<file path="src/rtl/ocp_retry_pkg.sv">
package ocp_retry_pkg;
   typedef enum logic [1:0] {
      ST_IDLE  = 2'd0,
      ST_ON    = 2'd1,
      ST_COOL  = 2'd2,
      ST_LATCH = 2'd3
   } retry_state_t;
endpackage

</file>
<file path="src/rtl/ocp_span_timer.sv">
module ocp_span_timer #(
   parameter int SPAN = 16
) (
   input  logic clk,
   input  logic rst,
   input  logic run,
   output logic done
);
   localparam int W = (SPAN > 1) ? $clog2(SPAN) : 1;
   localparam logic [W-1:0] LAST = W'(SPAN - 1);

   generate
      if (SPAN < 2) begin : g_bad_span
         $error("ocp_span_timer: SPAN must be at least 2");
      end
   endgenerate

   logic [W-1:0] cnt;

   assign done = run && (cnt == LAST);

   always_ff @(posedge clk) begin
      if (rst || !run || done) cnt <= '0;
      else                     cnt <= cnt + 1'b1;
   end

   // the interval counter never runs past its last value
   a_r1_no_overflow: assert property (@(posedge clk) disable iff (rst) cnt <= LAST);
   // an interrupted run restarts from zero
   a_r2_restart: assert property (@(posedge clk) disable iff (rst) !run |=> cnt == '0);
endmodule

</file>
<file path="src/rtl/ocp_fault_tally.sv">
module ocp_fault_tally #(
   parameter int MAX_FAULTS = 7,
   parameter int CNT_W      = 3
) (
   input  logic             clk,
   input  logic             rst,
   input  logic             clr,
   input  logic             inc,
   output logic [CNT_W-1:0] count,
   output logic             at_limit
);
   localparam logic [CNT_W-1:0] PRE_LIMIT = CNT_W'(MAX_FAULTS - 1);
   localparam logic [CNT_W-1:0] TOP       = {CNT_W{1'b1}};

   generate
      if (MAX_FAULTS < 1 || MAX_FAULTS > (2**CNT_W - 1)) begin : g_bad_limit
         $error("ocp_fault_tally: MAX_FAULTS must fit in CNT_W bits");
      end
   endgenerate

   assign at_limit = inc && (count == PRE_LIMIT);

   always_ff @(posedge clk) begin
      if (rst || clr)               count <= '0;
      else if (inc && count != TOP) count <= count + 1'b1;
   end

   // the tally only steps up by one or returns to zero
   a_r9_no_wrap: assert property (@(posedge clk) disable iff (rst)
      (count != $past(count)) |-> (count == '0 || count == $past(count) + 1'b1));
   // a clear request empties the tally
   a_r6_clear: assert property (@(posedge clk) disable iff (rst) clr |=> count == '0);
endmodule

</file>
<file path="src/rtl/ocp_retry_ctrl.sv">
module ocp_retry_ctrl #(
   parameter int LIMIT_CYCLES = 14000,
   parameter int ON_OFF_PCT   = 3,
   parameter int MAX_FAULTS   = 7,
   parameter int CNT_W        = 3
) (
   input  logic             clk,
   input  logic             rst,
   input  logic             enable,
   input  logic             over_limit,
   input  logic             below_breaker,
   output logic             gate_on,
   output logic             limiting,
   output logic [CNT_W-1:0] fault_count,
   output logic             latched_off
);
   import ocp_retry_pkg::*;

   localparam int OFF_CYCLES = (LIMIT_CYCLES * 100) / ON_OFF_PCT;

   generate
      if (ON_OFF_PCT < 1 || ON_OFF_PCT > 100) begin : g_bad_ratio
         $error("ocp_retry_ctrl: ON_OFF_PCT out of range");
      end
   endgenerate

   retry_state_t state, state_nx;
   logic limit_run, limit_done;
   logic cool_run, cool_done;
   logic tally_clr, tally_last;

   assign limit_run = (state == ST_ON) && over_limit && enable;
   assign cool_run  = (state == ST_COOL) && enable;

   ocp_span_timer #(.SPAN(LIMIT_CYCLES)) u_limit_timer (
      .clk (clk), .rst (rst), .run (limit_run), .done (limit_done)
   );

   ocp_span_timer #(.SPAN(OFF_CYCLES)) u_cool_timer (
      .clk (clk), .rst (rst), .run (cool_run), .done (cool_done)
   );

   assign tally_clr = !enable ||
                      ((state == ST_ON) && !over_limit && below_breaker);

   ocp_fault_tally #(.MAX_FAULTS(MAX_FAULTS), .CNT_W(CNT_W)) u_tally (
      .clk (clk), .rst (rst), .clr (tally_clr), .inc (limit_done),
      .count (fault_count), .at_limit (tally_last)
   );

   always_comb begin
      state_nx = state;
      if (!enable) state_nx = ST_IDLE;
      else begin
         unique case (state)
            ST_IDLE:  state_nx = ST_ON;
            ST_ON:    if (limit_done) state_nx = tally_last ? ST_LATCH : ST_COOL;
            ST_COOL:  if (cool_done)  state_nx = ST_ON;
            ST_LATCH: state_nx = ST_LATCH;
            default:  state_nx = ST_IDLE;
         endcase
      end
   end

   always_ff @(posedge clk) begin
      if (rst) state <= ST_IDLE;
      else     state <= state_nx;
   end

   assign gate_on     = (state == ST_ON);
   assign latched_off = (state == ST_LATCH);
   assign limiting    = gate_on && over_limit;

   // a completed regulation window turns the gate off
   a_r1_fault_drops_gate: assert property (@(posedge clk) disable iff (rst)
      limit_done |=> !gate_on);
   // end of cool-down brings the gate back
   a_r3_cool_to_on: assert property (@(posedge clk) disable iff (rst)
      cool_done |=> gate_on);
   // regulation is only reported with the gate driven
   a_r4_limit_needs_gate: assert property (@(posedge clk) disable iff (rst)
      limiting |-> gate_on && !latched_off);
   // latch-off persists while enabled
   a_r5_latch_hold: assert property (@(posedge clk) disable iff (rst)
      latched_off && enable |=> latched_off && !gate_on);
   // dropping enable idles the block
   a_r7_disable_idle: assert property (@(posedge clk) disable iff (rst)
      !enable |=> !gate_on && !latched_off && fault_count == '0);
endmodule

</file>
<file path="config.mk">
export PLATFORM = sky130hd
export DESIGN_NAME = ocp_retry_ctrl
export DESIGN_NICKNAME = d
export VERILOG_FILES = /design/src/rtl/ocp_retry_pkg.sv /design/src/rtl/ocp_span_timer.sv /design/src/rtl/ocp_fault_tally.sv /design/src/rtl/ocp_retry_ctrl.sv
export SDC_FILE = /design/constraint.sdc
export NUM_CORES = 1
export LEC_CHECK = 0
export BUFFER_PORTS_ARGS = -buffer_cell sky130_fd_sc_hd__buf_4
export CAP_MARGIN = 20
export CORE_UTILIZATION = 23
export CTS_BUF_LIST = sky130_fd_sc_hd__clkbuf_2
export DETAILED_ROUTE_END_ITERATION = 7
export HOLD_SLACK_MARGIN = 0.06
export PLACE_DENSITY = 0.41
export SYNTH_ARGS = -nofsm -noshare
export SYNTH_HDL_FRONTEND = slang
export SYNTH_SLANG_ARGS = --single-unit
export TNS_END_PERCENT = 50
</file>
<file path="constraint.sdc">
create_clock -name clk -period 2.6 [get_ports clk]
set_clock_uncertainty 0.15 [all_clocks]
set_input_delay 0 -clock clk [delete_from_list [all_inputs] [get_ports clk]]
set_output_delay 0 -clock clk [all_outputs]
set_load 0.05 [all_outputs]
</file>
==> impl_metrics.yaml, run 1 <==
status:
  status: "completed"
clocking:
  clock_latency_ps: 370
  path_clk_slew_ps: 190
  numCtsBuffers: 5
  cts_tree: "done"
  cts_root_buf: "clkbuf_2"
  postCtsSetupBuffers: 0
  clock-sinks: 38
  cts_max_level: 2
  clockBufferDepth: 2
place:
  gp_congestion: 0.711
  dp_hpwl_um: 2690
  io_buffer_count: 10
  dpl_cell_area_um2: 2010
yosys:
  synth_seq_area_share_pct: 41.8
  syn_nets: 219
  netlist_area_um2: 1820
  synth_top_family_by_area: "simple AND/OR/NAND/NOR gates"
  synth_xor_area_share_pct: 12.5
  ys_seq_elements: 38
  synth.mux.area_fraction_pct: 0
  syn_avg_cell_area_um2: 8.75
  synth_adder_area_share_pct: 4.12
  synthSimpleGateAreaFrac_pct: 32.6
  syn-instance-count: 208
  synth_cell_types: 40
  yosys_warnings: 0
  synth_compound_area_share_pct: 6.39
drt:
  drtIter0Drc: 76
  viasPerCell: 4.38
  drtAntennaViolNets: 0
  post-route-drc-count: 0
  first_pass_iters: 4
  wire_per_inst_um: 11.6
  vias: 1447
  drt-total-wl_um: 3830
sta:
  rsz0062_at_grt: "no"
  finalSetupTns_ps: 0
  slew_headroom_pct: 59.2
  finalCriticalPeriod_ps: 2210
  fmaxAchievable_mhz: 452
  maxSlewViolCount: 0
  worst_pin_slew_ps: 607
  finalSetupViolations: 0
  hold_viol_final: 0
  period_share_pct: 85.1
critical_path:
  crit_family: "buffers and inverters"
  critPathRequiredTime_ps: 2770
  max_stage_delay_ps: 610
  critPathCaptureType: "flop"
  reg2reg_depth: 6
  crit_top_cell: "dlygate4sd3_1"
  critPathArrivalTime_ps: 2390
  reg2reg_from: "state[1]"
  cp_max_fo: 8
  crit_chain: "nor2b_1 -> nand3b_1 -> dlygate4sd3_1 -> nand2_1 -> dlygate4sd3_1 -> a21oi_1"
  reg2reg_slack_ps: 390
  path_buf_inv: 2
  crit_path_start_kind: "flop"
  slowest_stage: "dlygate4sd3_1"
  crit_type: "reg2reg"
  r2r_end: "u_tally.count[1]"
die:
  core_um2: 7690
  ios: 11
  num_rows: 32
  die_area_um2: 8270
  die_h_um: 91.0
  fp.dieW_um: 91.0
  start_util_pct: 23.7
global_route:
  use_met2_pct: 15.4
  grt.met3_usage_pct: 2.01
  grt_overflow: 0
  grt_pass1_vias: 1370
  antenna_found_initial: 0
  gr-usage-met1_pct: 14.3
  busiest_layer: "met2"
  grt_pass1_wl_um: 6760
  grt_max_degree: 20
  grtUsageTotal_pct: 10.2
pwr:
  power_frac_clock_pct: 29.3
  p_int_mw: 0.669
  p_per_area_nw_per_um2: 413
  power_frac_seq_pct: 67.3
  netSwitchingPower_mw: 0.201
  comb_power_share_pct: 3.4
  ir_worst_vdd_uv: 104
  swShare_pct: 23.1
  cellLeakagePower_nw: 0.623
layout:
  final_core_util_pct: 27.4
  num_antenna_cells: 0
  final_area_um2: 2110
  final_nets: 239
  area_delta_synth_final_pct: 15.8
  drive_above_1_share_pct: 11.4
  final_cell_mix: "38 x dfxtp_1, 33 x nor2_1, 19 x xnor2_1"
  final_common_cell: "dfxtp_1"
  n_fill_cell: 841
job:
  max-cap-violations: 0
min_path:
  holdPathEnd: "u_limit_timer.cnt[0]"
  worstHoldStart: "u_limit_timer.cnt[0]"
  hp-class: "reg2reg"
  hold_depth: 1
state kept, by name, indices dropped and copies added, names as in the netlist:
name / count
u_cool_timer.cnt: 19
u_limit_timer.cnt: 14
state: 2
u_tally.count: 3
metrics by stage:
step | setup WS [ps] | std cells | power, mW | hold WS, ps
3_5_place_dp | 523 | 317 | 0.620 | 200
6_report | 386 | 330 | 0.870 | 336
2_1_floorplan | 582 | 208 | 0.610 | 61.5
4_1_cts | 363 | 330 | 0.891 | 342
5_1_grt | 181 | 330 | 0.921 | 329
3_3_place_gp | 550 | 317 | 0.620 | 196
worst max path at each step:
stage | startpoint | to | slack [ps] | cells past startpoint
CTS | state[1] | u_tally.count[0] | 360 | 6
global route | state[1] | u_tally.count[0] | 180 | 6
detailed placement | u_limit_timer.cnt[0] | u_limit_timer.cnt[11] | 520 | 5
floorplan | state[1] | u_tally.count[1] | 580 | 6
finish | state[1] | u_tally.count[1] | 390 | 6
global placement | u_limit_timer.cnt[0] | u_limit_timer.cnt[3] | 550 | 5
final cells by class:
cell class / count / area (um2) / area share [%]
Sequential cell: 38 / 761 / 36.1
Inverter: 8 / 30.0 / 1.42
Timing Repair Buffer: 17 / 143 / 6.77
Clock buffer: 7 / 35.0 / 1.66
Multi-Input combinational cell: 158 / 1010 / 48.0
Tap cell: 102 / 128 / 6.05
cell usage after synthesis:
library cell   n  area, um2
a21oi_1        7       35.0
a31o_2         1       8.76
a31oi_1        1       6.26
and2_1         1       6.26
and3_1         3       18.8
and3b_1        1       8.76
and4_1         2       17.5
and4_2         1       10.0
and4b_2        1       11.3
buf_2          2       10.0
clkbuf_1       2       7.51
dfxtp_1       38        761
ha_1           6       75.1
inv_1          8       30.0
nand2_1       11       41.3
nand2b_1       1       6.26
nand3_1       12       60.1
nand3_2        1       10.0
nand3b_1       3       22.5
nand4_1       11       68.8
nand4_2        1       12.5
nand4b_1       1       8.76
nand4bb_1      1       11.3
nor2_1        33        124
nor2b_1        3       18.8
nor3_1        10       50.1
nor4_1         5       31.3
nor4b_1        1       8.76
nor4bb_1       1       10.0
o2111ai_2      1       15.0
o211ai_1       2       15.0
o21ai_0        4       20.0
o31ai_1        1       7.51
o41ai_1        1       8.76
or3_1          1       6.26
or3_4          1       11.3
or4_1          1       7.51
or4_4          1       11.3
xnor2_1       19        166
xor2_1         7       61.3
kinds of logic (layout without fill, tap and decap cells):
family	after synthesis	in the layout
compound gates	18	18
xor+xnor	26	26
fa+ha+maj	6	6
buf+inv	12	32
flops	38	38
simple gates	108	108
routing by layer:
| metal | part of all wire [%] | vias up |
|---|---|---|
| met5 | 0 | - |
| met2 | 44 | 18 |
| met1 | 52 | 654 |
| met3 | 2.4 | 5 |
| li1 | - | 770 |
| met4 | 1.8 | 0 |
power groups by stage:
stage               Sequential, mW  Combinational (mW)  Clock, mW
finish                       0.585              0.0293      0.255
global route                 0.586              0.0317      0.303
CTS                          0.586              0.0297      0.276
detailed placement           0.597              0.0231          0
global placement             0.597              0.0231          0
floorplan                    0.597              0.0132          0
what timing repair did:
action / CTS / global route
hold buffers: 6 / 0
resized for setup: 0 / 0
hold endpoints to repair: 5 / 0
No activity file was read; power rests on OpenSTA's default activity.
==> inputs of run 2 (changes only) <==
--- a/config.mk
+++ b/config.mk
@@ -12,6 +12,7 @@
 export DETAILED_ROUTE_END_ITERATION = 7
 export HOLD_SLACK_MARGIN = 0.06
 export PLACE_DENSITY = 0.41
+export REMOVE_ABC_BUFFERS = 1
 export SYNTH_ARGS = -nofsm -noshare
 export SYNTH_HDL_FRONTEND = slang
 export SYNTH_SLANG_ARGS = --single-unit
==> impl_metrics.yaml, run 2 (synthesis gave the netlist of run 1 again) <==
critical_path:
  crit_path_start_kind: "flop"
  critPathRequiredTime_ps: 2750
  cp_max_fo: 5
  slowest_stage: "dlygate4sd3_1"
  crit_family: "simple AND/OR/NAND/NOR gates"
  crit_chain: "ha_1 -> nand3_1 -> or4_4 -> o21ai_0 -> a21oi_1 -> dlygate4sd3_1"
  critPathCaptureType: "flop"
  critPathArrivalTime_ps: 2500
  crit_type: "reg2reg"
  max_stage_delay_ps: 570
  path_buf_inv: 1
global_route:
  grt_overflow: 0
  grtUsageTotal_pct: 9.82
  grt_pass1_wl_um: 6550
  grt_max_degree: 20
  antenna_found_initial: 0
  grt_pass1_vias: 1417
pwr:
  cellLeakagePower_nw: 0.629
  p_per_area_nw_per_um2: 407
  ir_worst_vdd_uv: 140
layout:
  drive_above_1_share_pct: 10.5
  final_common_cell: "dfxtp_1"
  num_antenna_cells: 0
  final_cell_mix: "38 x dfxtp_1, 33 x nor2_1, 19 x xnor2_1"
  top_regs: "u_cool_timer.cnt: 19 flops, u_limit_timer.cnt: 14 flops, u_tally.count: 3 flops"
  top_register: "u_cool_timer.cnt"
  area_delta_synth_final_pct: 16.0
  seqCellArea_um2: 761
  n_fill_cell: 859
  stdcell_count: 330
  final_nets: 240
  largest_reg_flops: 19
  multiInputGateArea_um2: 1010
sta:
  finalSetupViolations: 0
  slew_headroom_pct: 60.9
  maxSlewViolCount: 0
  finalSetupTns_ps: 0
  period_share_pct: 90.3
  worst_pin_slew_ps: 581
  holdWs_ps: 331
  finalCriticalPeriod_ps: 2350
  rsz0062_at_grt: "no"
  hold_viol_final: 0
  fmaxAchievable_mhz: 426
  worst_slack_ps: 253
die:
  fp.dieW_um: 91.0
  die_h_um: 91.0
  die_area_um2: 8270
  start_util_pct: 23.7
  core_um2: 7690
  num_rows: 32
  ios: 11
drt:
  vias: 1495
  first_pass_iters: 6
  viasPerCell: 4.53
  post-route-drc-count: 0
  drtAntennaViolNets: 0
  drt-total-wl_um: 3780
  wire_per_inst_um: 11.5
  drtIter0Drc: 68
place:
  io_buffer_count: 10
  dp_cells: 317
  dp_hpwl_um: 2730
  gp_congestion: 0.703
  dp_worst_setup_slack_ps: 469
job:
  max-cap-violations: 0
min_path:
  hp-class: "reg2reg"
clocking:
  numCtsBuffers: 5
  cts_max_level: 2
  cts_root_buf: "clkbuf_2"
  clock-sinks: 38
  cts_tree: "done"
  path_clk_slew_ps: 200
  clockBufferDepth: 2
  clock_latency_ps: 380
status:
  status: "completed"
-- run 2: cell count changes in the layout (fill, tap and decap cells not counted) --
cell,change
clkbuf_2,-2
clkinv_1,+1
dlygate4sd3_1,+1
-- run 2: what timing repair did --
action                    4_1_cts  5_1_grt
hold buffers                    7        0
hold endpoints to repair        8        0
buffers inserted                0        0
gates resized for setup         0        0
-- run 2: final timing paths --
check	cells after the start	end	from	slack, ps
setup / recovery	6	u_tally.count[0]	u_limit_timer.cnt[0]	250
hold / removal	1	u_limit_timer.cnt[0]	u_limit_timer.cnt[0]	330
setup reg to reg	6	u_tally.count[0]	u_limit_timer.cnt[0]	250
hold reg to reg	1	u_limit_timer.cnt[0]	u_limit_timer.cnt[0]	330
-- run 2: area by class of cell --
type,instances,share of cell area (%)
repair buffers,18,7.23
multi-input cells,158,47.9
inverters,8,1.42
flip-flops and latches,38,36.0
well taps,102,6.04
clock buffers,5,1.18
clock inverters,1,0.178
-- run 2: where the power goes --
group          total, mW  internal (mW)  switching (mW)
clock              0.247         0.0536           0.193
sequential         0.586          0.584         0.00120
combinational     0.0283         0.0137          0.0146
total              0.860          0.652           0.209
-- run 2: routing by layer --
layer	GRT usage [%]	up-vias	wire length, um
met2	15.8	14	1730
met4	4.76	0	87
li1	-	779	-
met5	0	-	0
met1	12.4	695	1890
met3	2.26	7	79
-- run 2: worst reg2reg max path: stages, from the launching register on --
cell           delay, ps
dfxtp_1              410
ha_1                 230
nand3_1              120
or4_4                560
o21ai_0              160
a21oi_1               80
dlygate4sd3_1        570
-- run 2: through the flow --
| stage | instance area (um2) | util (%) | power (mW) |
|---|---|---|---|
| after floorplan | 1800 | - | 0.610 |
| after global placement | 2010 | 26.2 | 0.620 |
| after detailed placement | 2010 | 26.2 | 0.621 |
| after CTS | 2110 | 27.5 | 0.876 |
| after global routing | 2110 | 27.5 | 0.897 |
| final | 2110 | 27.5 | 0.860 |
==> inputs of run 3 (changes only) <==
--- a/config.mk
+++ b/config.mk
@@ -7,11 +7,11 @@
 export LEC_CHECK = 0
 export BUFFER_PORTS_ARGS = -buffer_cell sky130_fd_sc_hd__buf_4
 export CAP_MARGIN = 20
-export CORE_UTILIZATION = 23
+export CORE_UTILIZATION = 50
 export CTS_BUF_LIST = sky130_fd_sc_hd__clkbuf_2
 export DETAILED_ROUTE_END_ITERATION = 7
 export HOLD_SLACK_MARGIN = 0.06
-export PLACE_DENSITY = 0.41
+export PLACE_DENSITY = 0.72
 export REMOVE_ABC_BUFFERS = 1
 export SYNTH_ARGS = -nofsm -noshare
 export SYNTH_HDL_FRONTEND = slang
==> impl_metrics.yaml, run 3 (synthesis gave the netlist of run 1 again) <==
pwr:
  p_per_area_nw_per_um2: 416
  p_int_mw: 0.652
  cellLeakagePower_nw: 0.634
  power_frac_clock_pct: 27.8
  swShare_pct: 23.4
  netSwitchingPower_mw: 0.200
  power_frac_seq_pct: 68.7
  fin_total_pwr_mw: 0.852
  ir_worst_vdd_uv: 221
  comb_power_share_pct: 3.5
critical_path:
  cp_max_fo: 5
  crit_type: "reg2reg"
  critPathCaptureType: "flop"
  slowest_stage: "or4_4"
  max_stage_delay_ps: 550
  critPathArrivalTime_ps: 2500
  critPathRequiredTime_ps: 2760
  crit_chain: "ha_1 -> nand3_1 -> or4_4 -> o21ai_0 -> a21oi_1 -> dlygate4sd3_1"
  crit_path_start_kind: "flop"
global_route:
  grtUsageTotal_pct: 20.9
  grt_overflow: 0
  grt_pass1_vias: 1334
  antenna_found_initial: 0
  grt_max_degree: 20
  grt_pass1_wl_um: 6330
clocking:
  cts_root_buf: "clkbuf_2"
  clockBufferDepth: 2
  path_clk_slew_ps: 180
  clock-sinks: 38
  ctsResizeCount: 0
  numCtsBuffers: 5
  clock_latency_ps: 390
  cts_tree: "done"
  cts_max_level: 2
  postCtsSetupBuffers: 0
  cts-hold-fix-buffers: 7
sta:
  rsz0062_at_grt: "no"
  slew_headroom_pct: 62.5
  finalCriticalPeriod_ps: 2340
  period_share_pct: 90.1
  fmaxAchievable_mhz: 427
  holdWs_ps: 345
  maxSlewViolCount: 0
  finalSetupTns_ps: 0
  worst_pin_slew_ps: 561
  finalSetupViolations: 0
  hold_viol_final: 0
die:
  ios: 11
  start_util_pct: 53.3
  core_um2: 3420
  die_h_um: 62.3
  fp.dieW_um: 62.3
  die_area_um2: 3890
  num_rows: 21
place:
  io_buffer_count: 10
  gp_congestion: 0.811
  dp_cells: 262
  dp_hpwl_um: 2390
drt:
  post-route-drc-count: 0
  viasPerCell: 5.44
  first_pass_iters: 4
  wire_per_inst_um: 12.8
  drt-total-wl_um: 3510
  drtAntennaViolNets: 0
  vias: 1496
  drtIter0Drc: 77
layout:
  area_delta_synth_final_pct: 12.6
  n_fill_cell: 315
  final_common_cell: "dfxtp_1"
  stdcell_count: 275
  drive_above_1_share_pct: 10.9
  num_antenna_cells: 0
  multiInputGateArea_um2: 1010
  final_cell_mix: "38 x dfxtp_1, 33 x nor2_1, 19 x xnor2_1"
  final_nets: 241
  top_regs: "u_cool_timer.cnt: 19 flops, u_limit_timer.cnt: 14 flops, u_tally.count: 3 flops"
  top_register: "u_cool_timer.cnt"
  largest_reg_flops: 19
  seqCellArea_um2: 761
status:
  status: "completed"
job:
  max-cap-violations: 0
min_path:
  hp-class: "reg2reg"
-- run 3: cell count changes in the layout (fill, tap and decap cells not counted), sizes merged --
cell,delta
buf,+1
-- run 3: final cells by class --
class | instances | share of cell area, %
multi-input cells | 158 | 49.4
flip-flops and latches | 38 | 37.1
repair buffers | 19 | 7.81
well taps | 46 | 2.81
inverters | 8 | 1.47
clock buffers | 5 | 1.22
clock inverters | 1 | 0.183
-- run 3: power groups by stage --
stage,clock (mW),combinational [mW],sequential (mW)
final,0.237,0.0302,0.585
after global routing,0.270,0.0328,0.586
after CTS,0.246,0.0298,0.585
after detailed placement,0,0.0237,0.597
after global placement,0,0.0234,0.597
after floorplan,0,0.0127,0.597
-- run 3: critical path: cells and delay by family (launching register included) --
family	cells	cell delay, ps
buffers and inverters	1	550
adders and majority gates	1	240
DFF	1	410
and+or+nand+nor	2	660
AOI/OAI and AO/OA	2	260
-- run 3: metal layers --
| layer | share of wire, % | GRT usage, % | wire, um | vias up |
|---|---|---|---|---|
| li1 | - | - | - | 777 |
| met1 | 52 | 29.6 | 1830 | 686 |
| met4 | 1.5 | 6.10 | 51 | 0 |
| met5 | 0 | 0 | 0 | - |
| met3 | 4.6 | 6.80 | 161 | 6 |
| met2 | 42 | 29.9 | 1470 | 27 |
-- run 3: stage by stage --
| stage | area, um2 | utilization (%) | setup slack, ps |
|---|---|---|---|
| after floorplan | 1800 | - | 761 |
| after global placement | 1950 | 57.1 | 590 |
| after detailed placement | 1950 | 57.1 | 525 |
| after CTS | 2050 | 60.0 | 257 |
| after global routing | 2050 | 60.0 | 99.8 |
| final | 2050 | 60.0 | 258 |
-- run 3: path summary, 6_finish.rpt --
| path | startpoint | to | slack, ps | depth (start not counted) |
|---|---|---|---|---|
| setup / recovery | u_limit_timer.cnt[0] | u_tally.count[2] | 260 | 6 |
| hold / removal | u_limit_timer.cnt[0] | u_limit_timer.cnt[0] | 350 | 1 |
| setup reg to reg | u_limit_timer.cnt[0] | u_tally.count[2] | 260 | 6 |
| hold reg to reg | u_limit_timer.cnt[0] | u_limit_timer.cnt[0] | 350 | 1 |
